`src/rtl/coh_pkg.sv`:
```
package coh_pkg;
   typedef enum logic [1:0] {
      ST_INV = 2'b00,
      ST_SHR = 2'b01,
      ST_EXC = 2'b10,
      ST_MOD = 2'b11
   } line_st_e;

   typedef enum logic [2:0] {
      OP_FILL_RD    = 3'd0,
      OP_FILL_WR    = 3'd1,
      OP_FILL_RWITM = 3'd2,
      OP_WR_HIT     = 3'd3,
      OP_LOCK_RD    = 3'd4,
      OP_PINV       = 3'd5,
      OP_FLUSH      = 3'd6,
      OP_INVCMD     = 3'd7
   } cpu_op_e;

   typedef enum logic [1:0] {
      ACT_NONE = 2'd0,
      ACT_CB   = 2'd1,
      ACT_SINV = 2'd2
   } bus_act_e;

   typedef struct packed {
      logic     wr;
      line_st_e nxt;
      bus_act_e act;
   } upd_t;
endpackage

```
`src/rtl/coh_state_array.sv`:
```
module coh_state_array
   import coh_pkg::*;
#(
   parameter int LINES = 64,
   parameter int IDXW  = $clog2(LINES)
) (
   input  logic            clk,
   input  logic            rst_n,
   input  logic            we,
   input  logic [IDXW-1:0] widx,
   input  line_st_e        wst,
   input  logic [IDXW-1:0] ridx_a,
   output line_st_e        rst_a,
   input  logic [IDXW-1:0] ridx_b,
   output line_st_e        rst_b
);
   line_st_e mem [LINES];

   generate
      if (LINES < 2 || (LINES & (LINES - 1)) != 0) begin : g_bad_lines
         $error("coh_state_array: LINES must be a power of two, at least 2");
      end
      if (IDXW != $clog2(LINES)) begin : g_bad_idxw
         $error("coh_state_array: IDXW does not match LINES");
      end
      for (genvar g = 0; g < LINES; g++) begin : g_line
         line_st_e st_q;
         always_ff @(posedge clk or negedge rst_n) begin
            if (!rst_n)
               st_q <= ST_INV;
            else if (we && widx == IDXW'(g))
               st_q <= wst;
         end
         assign mem[g] = st_q;
      end
   endgenerate

   assign rst_a = mem[ridx_a];
   assign rst_b = mem[ridx_b];


   no_x_write_idx_chk: assert property (@(posedge clk) disable iff (!rst_n)
      we |-> !$isunknown(widx));
endmodule

```
`src/rtl/coh_next_state.sv`:
```
module coh_next_state
   import coh_pkg::*;
#(
   parameter bit FOUR_STATE_EN = 1'b1
) (
   input  logic     is_snp,
   input  logic [2:0] op,
   input  logic     hit,
   input  logic     shd_any,
   input  logic     snp_mod,
   input  line_st_e cur,
   input  logic     three_state,
   input  logic     write_thru,
   output upd_t     upd
);
   logic m3;
   logic live;

   assign m3   = three_state | ~FOUR_STATE_EN;
   assign live = hit && (cur != ST_INV);

   always_comb begin
      upd.wr  = 1'b0;
      upd.nxt = cur;
      upd.act = ACT_NONE;
      if (is_snp) begin
         if (live) begin
            upd.wr  = 1'b1;
            upd.nxt = snp_mod ? ST_INV : ST_SHR;
            upd.act = (cur == ST_MOD) ? ACT_CB : ACT_NONE;
         end
      end else begin
         unique case (cpu_op_e'(op))
            OP_FILL_RD: begin
               upd.wr  = 1'b1;
               upd.nxt = (shd_any || m3 || write_thru) ? ST_SHR : ST_EXC;
            end
            OP_FILL_WR: begin
               if (!write_thru) begin
                  upd.wr  = 1'b1;
                  upd.nxt = ST_MOD;
               end
            end
            OP_FILL_RWITM: begin
               upd.wr  = 1'b1;
               upd.nxt = ST_MOD;
            end
            OP_WR_HIT: begin
               if (live && !write_thru && cur != ST_MOD) begin
                  upd.wr  = 1'b1;
                  upd.nxt = ST_MOD;
                  upd.act = (cur == ST_SHR) ? ACT_SINV : ACT_NONE;
               end
            end
            OP_LOCK_RD: begin
               if (live && cur == ST_SHR && !write_thru && !m3) begin
                  upd.wr  = 1'b1;
                  upd.nxt = ST_EXC;
                  upd.act = ACT_SINV;
               end
            end
            OP_PINV: begin
               if (live && !write_thru && (cur == ST_SHR || cur == ST_EXC)) begin
                  upd.wr  = 1'b1;
                  upd.nxt = ST_MOD;
               end
            end
            OP_FLUSH: begin
               if (live && cur == ST_MOD) begin
                  upd.wr  = 1'b1;
                  upd.nxt = (m3 || write_thru) ? ST_SHR : ST_EXC;
                  upd.act = ACT_CB;
               end
            end
            OP_INVCMD: begin
               if (live) begin
                  upd.wr  = 1'b1;
                  upd.nxt = ST_INV;
               end
            end
            default: ;
         endcase
      end
   end
endmodule

```
`src/rtl/coh_pend_ctrl.sv`:
```
module coh_pend_ctrl
   import coh_pkg::*;
#(
   parameter int IDXW = 6
) (
   input  logic            clk,
   input  logic            rst_n,
   input  logic            start,
   input  bus_act_e        start_act,
   input  logic [IDXW-1:0] start_idx,
   input  line_st_e        start_st,
   input  logic            bus_done,
   output logic            busy,
   output logic            cb_req,
   output logic            sinv_req,
   output logic [IDXW-1:0] req_idx,
   output logic            commit,
   output line_st_e        commit_st
);
   bus_act_e        act_q;
   logic [IDXW-1:0] idx_q;
   line_st_e        st_q;

   always_ff @(posedge clk or negedge rst_n) begin
      if (!rst_n) begin
         act_q <= ACT_NONE;
         idx_q <= '0;
         st_q  <= ST_INV;
      end else if (start) begin
         act_q <= start_act;
         idx_q <= start_idx;
         st_q  <= start_st;
      end else if (commit) begin
         act_q <= ACT_NONE;
      end
   end

   assign busy      = (act_q != ACT_NONE);
   assign cb_req    = (act_q == ACT_CB);
   assign sinv_req  = (act_q == ACT_SINV);
   assign req_idx   = idx_q;
   assign commit    = busy && bus_done;
   assign commit_st = st_q;


   one_req_kind_chk: assert property (@(posedge clk) disable iff (!rst_n)
      $onehot0({cb_req, sinv_req}));


   req_held_chk: assert property (@(posedge clk) disable iff (!rst_n)
      ((cb_req || sinv_req) && !bus_done) |=>
         ((cb_req || sinv_req) && $stable(req_idx) && $stable(cb_req)));


   no_restart_busy_chk: assert property (@(posedge clk) disable iff (!rst_n)
      busy |-> !start);
endmodule

```
`src/rtl/coh_line_ctrl.sv`:
```
module coh_line_ctrl
   import coh_pkg::*;
#(
   parameter int LINES         = 64,
   parameter bit FOUR_STATE_EN = 1'b1,
   localparam int IDXW         = $clog2(LINES)
) (
   input  logic            clk,
   input  logic            rst_n,
   input  logic            three_state,
   input  logic            write_thru,
   input  logic            cpu_valid,
   input  logic [2:0]      cpu_op,
   input  logic [IDXW-1:0] cpu_idx,
   input  logic            cpu_hit,
   input  logic            shd,
   input  logic            shd_late,
   output logic            cpu_ready,
   input  logic            snp_valid,
   input  logic            snp_mod,
   input  logic [IDXW-1:0] snp_idx,
   input  logic            snp_hit,
   output logic            snp_ready,
   output logic            cb_req,
   output logic            sinv_req,
   output logic [IDXW-1:0] req_idx,
   input  logic            bus_done,
   input  logic [IDXW-1:0] look_idx,
   output logic [1:0]      look_state
);
   logic            busy;
   logic            snp_take;
   logic            cpu_take;
   logic            take;
   logic [IDXW-1:0] op_idx;
   line_st_e        cur_st;
   line_st_e        look_st;
   upd_t            upd;
   logic            pend_start;
   logic            commit;
   line_st_e        commit_st;
   logic            arr_we;
   logic [IDXW-1:0] arr_widx;
   line_st_e        arr_wst;

   assign snp_ready = ~busy;
   assign cpu_ready = ~busy & ~snp_valid;
   assign snp_take  = snp_valid & snp_ready;
   assign cpu_take  = cpu_valid & cpu_ready;
   assign take      = snp_take | cpu_take;
   assign op_idx    = snp_take ? snp_idx : cpu_idx;

   coh_next_state #(
      .FOUR_STATE_EN(FOUR_STATE_EN)
   ) u_next (
      .is_snp     (snp_take),
      .op         (cpu_op),
      .hit        (snp_take ? snp_hit : cpu_hit),
      .shd_any    (shd | shd_late),
      .snp_mod    (snp_mod),
      .cur        (cur_st),
      .three_state(three_state),
      .write_thru (write_thru),
      .upd        (upd)
   );

   assign pend_start = take && upd.wr && (upd.act != ACT_NONE);

   coh_pend_ctrl #(
      .IDXW(IDXW)
   ) u_pend (
      .clk      (clk),
      .rst_n    (rst_n),
      .start    (pend_start),
      .start_act(upd.act),
      .start_idx(op_idx),
      .start_st (upd.nxt),
      .bus_done (bus_done),
      .busy     (busy),
      .cb_req   (cb_req),
      .sinv_req (sinv_req),
      .req_idx  (req_idx),
      .commit   (commit),
      .commit_st(commit_st)
   );

   always_comb begin
      if (commit) begin
         arr_we   = 1'b1;
         arr_widx = req_idx;
         arr_wst  = commit_st;
      end else begin
         arr_we   = take && upd.wr && (upd.act == ACT_NONE);
         arr_widx = op_idx;
         arr_wst  = upd.nxt;
      end
   end

   coh_state_array #(
      .LINES(LINES),
      .IDXW (IDXW)
   ) u_arr (
      .clk   (clk),
      .rst_n (rst_n),
      .we    (arr_we),
      .widx  (arr_widx),
      .wst   (arr_wst),
      .ridx_a(op_idx),
      .rst_a (cur_st),
      .ridx_b(look_idx),
      .rst_b (look_st)
   );

   assign look_state = look_st;


   no_excl_three_state_chk: assert property (@(posedge clk) disable iff (!rst_n)
      (arr_we && !commit && three_state) |-> (arr_wst != ST_EXC));


   frozen_while_pending_chk: assert property (@(posedge clk) disable iff (!rst_n)
      ((cb_req || sinv_req) && !bus_done) |-> !arr_we);


   snoop_first_chk: assert property (@(posedge clk) disable iff (!rst_n)
      (snp_valid && cpu_valid && !busy && arr_we) |-> (arr_widx == snp_idx));


   silent_upgrade_chk: assert property (@(posedge clk) disable iff (!rst_n)
      (cpu_take && cpu_op == 3'd3 && cur_st == ST_EXC) |=> !(cb_req || sinv_req));
endmodule

```
`config.mk`:
```
export PLATFORM = sky130hd
export DESIGN_NAME = coh_line_ctrl
export DESIGN_NICKNAME = d
export VERILOG_FILES = /design/src/rtl/coh_pkg.sv /design/src/rtl/coh_state_array.sv /design/src/rtl/coh_next_state.sv /design/src/rtl/coh_pend_ctrl.sv /design/src/rtl/coh_line_ctrl.sv
export SDC_FILE = /design/constraint.sdc
export NUM_CORES = 1
export LEC_CHECK = 0
export ABC_CLOCK_PERIOD_IN_PS = 6000
export CORE_ASPECT_RATIO = 1.2
export CORE_UTILIZATION = 50
export DETAILED_ROUTE_END_ITERATION = 6
export PLACE_DENSITY_LB_ADDON = 0.15
export SYNTH_ARGS = -nofsm -noshare
export SYNTH_HDL_FRONTEND = slang
export SYNTH_HIERARCHICAL = 1
export SYNTH_SLANG_ARGS = --single-unit
```
`constraint.sdc`:
```
create_clock -name clk -period 6 [get_ports clk]
set_input_delay 1.2 -clock clk [delete_from_list [all_inputs] [get_ports clk]]
set_output_delay 1.2 -clock clk [all_outputs]
set_load 0.01 [all_outputs]
```
After elaboration in Yosys (flattened, before gate mapping)
Index checks and enable logic that the tools add are counted. W data, S select, Z words.

Order comparisons: 2. Equality and inequality tests: 76. Multiplexer cells: 28. Bitwise gates (word level): 9. Reduce and logical (&&, ||, !) cells: 89.

Operators with widths (count): $eq A6 B6 Y1 const B (32); $eq A6 B5 Y1 const B (16); $logic_and A1 B1 Y1 (76); $eq A6 B4 Y1 const B (8); $mux W5 (5); $bmux W2 S6 (2); $eq A6 B3 Y1 const B (4); $pmux W3 S8 (1); $mux W2 (10); $ge A7 B7 Y1 const B (2); $not A6 Y7 (2); $eq A3 B3 Y1 const B (4); $eq A6 B2 Y1 const B (2); $mux W6 (2); $mux W3 (3); $reduce_bool A2 Y1 (4); $eq A2 B2 Y1 const B (3); $eq A3 B2 Y1 const B (2); $eq A6 B1 Y1 const B (1); $logic_not A6 Y1 (1); $pmux W2 S3 (1); $eq A2 B1 Y1 const B (2); $logic_or A1 B1 Y1 (4); $mux W1 (4); 8 further kinds (13).

Flip-flop bits (word level): 138. Input bits: 33. Output and inout port bits: 12. Logic and storage cells: 271.

Depth between registers and ports, before layout
Depth in word-level cells: 20. Depth in mapped cells: 25. Depth with buffers taken out: 20.

By module
Netlist, hierarchy kept.

By module, submodules not included: coh_state_array (instances 1, cells an instance 566, area each 7365.8 um^2, seq. area each 3203.1 um^2); coh_pend_ctrl (instances 1, cells an instance 29, area each 436.7 um^2, seq. area each 250.2 um^2); coh_next_state (instances 1, cells an instance 58, area each 405.4 um^2, seq. area each 0.0 um^2); coh_line_ctrl (instances 1, cells an instance 42, area each 364.1 um^2, seq. area each 0.0 um^2).

Worst setup path before layout
Ideal clock, no wire load.

Kind: in2reg. From: in snp_valid. To: reg u_arr.g_line[15].st_q[0]. Setup time: 0.125 ns. Data arrival time: 5.875 ns. Data required time: 5.875 ns. Slack: 0.000 ns. Stages on the path: 21. Buffers on the path: 3. Path through: nand2b_4 > buf_6 > mux2_4 > clkbuf_1 > buf_2 > mux4_2 > nand3b_1 > a41oi_1 > a311oi_1 > a311oi_1 > inv_1 > ha_1 > nand2b_1 > nor4b_2 > nor4_1 > o22ai_1 > nand2b_1 > o41ai_1 > or3b_2 > nor2_1 > mux2_2.

RTL lines: from (decl) (line coh_line_ctrl.sv:19) `input logic snp_valid,`; to (signal assigned) (line coh_state_array.sv:32) `st_q <= wst;`; to (decl) (line coh_state_array.sv:27) `line_st_e st_q;`.

==> results.tsv <==
metric	value	unit
outcome	finished, final reports clean	
slew_violations	0	
synth.area.top_cells	dfrtp_1, mux2_2, mux4_2	
p_per_area	261	mW/mm²
synthArstFlopShare	1.00	
period_share	0.978	
synth.largest_area_cell	dfrtp_1	
vdd_drop_max	0.201	mV
vias	6447	
setup_violations	0	
htreeDepth	4	
final_layout_size_suffix_gt1_frac	0.424	
final_nets	811	
ys_ff_latch	138	
yosysUniqueCellTypes	60	
place_ws	-0.605	ns
placed_cells	966	
final_area	0.0103	mm²
max_freq	170	MHz
synth-edff-count	0	
relSlewSlack	0.227	
ys.flop_type	dfrtp_1	
syn_nets	731	
hold_class	reg -> reg	
synth_cells	695	
start_util	0.509	
p_leak	4.62	nW
grt_use_met1	0.392	
drtAntennaViolNets	0	
drv_cap	0	
worstSkewPairLatency	0.42	ns
grt_pass1_wl	39000	µm
ios	45	
drt_pass1_iterations	6	
cts.sink_count	138	
vias_per_cell	6.43	
antenna_found_initial	0	
p_total	2.69	mW
gr-total-overflow	0	
crit_top_cell	buf_4	
fp.dieH	145	µm
die_x	122	µm
grt_pass1_vias	6796	
wl_per_cell	24.7	µm
grt.total_usage	0.296	
crit_path_start_kind	primary input	
met3_usage	0.0537	
period_needed	5.87	ns
clockBufferDepth	2	
wirelength	24800	µm
finalNonFillerCells	1003	
cts_tree	done	
rows	52	
worst_setup_path_end_kind	flip-flop	
grt_max_degree	90	
clk_pin_slew_worst_paths	0.06	ns
clockRootBuffer	clkbuf_16	
coreArea	0.0169	mm²
dpl.hpwl	17300	µm
busiest_layer	met2	
syn_area_per_cell	12.3	µm²
syn_area	0.00857	mm²
crit_path_max_incr_delay	0.54	ns
worst_pin_slew	1.15	ns
critPathArrivalTime	6.17	ns
dieArea	0.0177	mm²
diodes	0	
slowest_stage	a2111oi_1	
synth_most_common_cell	dfrtp_1	
crit_fanout	11	
ys_seq_area_frac	0.403	
crit_chain	clkdlybuf4s50_1 > nand2b_4 > buf_4 > mux2_4 > buf_4 > a2111oi_1 > a311oi_2 > a311oi_2 > a311oi_2 > buf_4 > ha_2 > nor4b_4 > nor4_1 > o22ai_1 > nand2b_1 > o41ai_2 > buf_4 > or3b_4 > nor2_1 > mux2_2	
ys_warn_count	6	
netlist_top_cells_count	dfrtp_1, mux2_2, nand2_1	
cts_made_buffers	17	
place_area	0.00958	mm²
crit_required	6.30	ns
gr-usage-met2	0.479	
path_class	in -> reg	
drt_iter0_markers	413	
skew	0.00671	ns
hold_slack	0.525	ns
setup_slack	0.133	ns
hold_violations	0	
drcViolationCount	0	
io_buffers	44	
routabilityCongestion	0.867	
yosysTopAreaCellShare	0.403	
syn_to_final_growth	20.6	%
[worst max-delay path, delay by kind of cell]
kind,cells,cell delay (ns)
simple gates,6,1.23
fa+ha+maj,1,0.20
buf+inv,5,1.24
mux,2,0.73
compound gates,6,1.57
[flip-flops by register name, summed over array words and instances (netlist names)]
name / flops
u_pend/act_q: 2
u_arr/g_line.st_q: 128
u_pend/commit_st: 2
u_pend/req_idx: 6
[cell families after synthesis]
logic type,count (synthesis),share of synthesized area
compound gates,74,0.0648
fa+ha+maj,3,0.00438
buf+inv,59,0.0372
flops,138,0.403
mux,216,0.365
simple gates,205,0.125
[metrics by stage]
stage	utilization	setup TNS, ns
floorplan	-	0
global placement	0.569	-35.40
detailed placement	0.569	-45.48
CTS	0.607	0
global route	0.613	-0.141
finish	0.613	0
[final timing paths]
check / startpoint / end / slack, ns / cells after the start
setup / recovery: snp_valid / u_arr/g_line[14].st_q[0] / 0.13 / 20
hold / removal: u_pend/commit_st[1] / u_pend/commit_st[1] / 0.52 / 1
setup reg to reg: u_pend/act_q[0] / u_arr/g_line[14].st_q[0] / 0.52 / 20
hold reg to reg: u_pend/commit_st[1] / u_pend/commit_st[1] / 0.52 / 1
max in group asynchronous: rst_n / u_arr/g_line[55].st_q[1] / 4.04 / 2
min in group asynchronous: rst_n / u_arr/g_line[56].st_q[1] / 0.82 / 1
[power breakdown]
part	total (mW)	internal (mW)	switching, mW	leakage [nW]
sequential	1.08	1.02	0.0688	1.90
clock	1.06	0.660	0.403	0.285
combinational	0.545	0.282	0.264	2.43
total	2.69	1.96	0.736	4.62
[routing by layer]
layer | vias up | share of wire
met5 | - | 0
met4 | 0 | 0.031
met3 | 51 | 0.059
met2 | 282 | 0.50
met1 | 3325 | 0.41
li1 | 2789 | -
[placed cells by master, fill, tap and decap left out, types with 6 or more instances in the layout]
| master | n |
|---|---|
| a21oi_1 | 9 |
| a221o_1 | 6 |
| a22oi_1 | 13 |
| and3_1 | 6 |
| buf_12 | 10 |
| buf_4 | 58 |
| clkbuf_16 | 18 |
| clkdlybuf4s50_1 | 41 |
| dfrtp_1 | 138 |
| inv_1 | 7 |
| mux2_2 | 134 |
| mux2_4 | 13 |
| mux2i_1 | 10 |
| mux4_2 | 53 |
| nand2_1 | 71 |
| nand2b_1 | 7 |
| nand3b_1 | 7 |
| nor2_1 | 35 |
| nor2_2 | 9 |
| nor2b_1 | 15 |
| nor3_1 | 9 |
| nor4bb_1 | 7 |
| o21ai_0 | 6 |
[area by class of cell]
| type | instances | area [µm²] |
|---|---|---|
| Inverter | 7 | 26.3 |
| Clock inverter | 12 | 150 |
| Fill cell | 1328 | 6520 |
| Clock buffer | 19 | 443 |
| Timing Repair Buffer | 113 | 1090 |
| Multi-Input combinational cell | 498 | 4900 |
| Sequential cell | 138 | 3450 |
| Tap cell | 216 | 270 |
[timing repair]
| item | 4_1_cts | 5_1_grt |
|---|---|---|
| buffers inserted | 4 | 1 |
| gates resized for setup | 6 | 19 |
| setup endpoints to repair | 24 | 82 |
| pin swaps | 0 | 1 |
| hold buffers | 0 | 0 |
| gates cloned | 0 | 1 |
(Power assumes the default switching activity.)
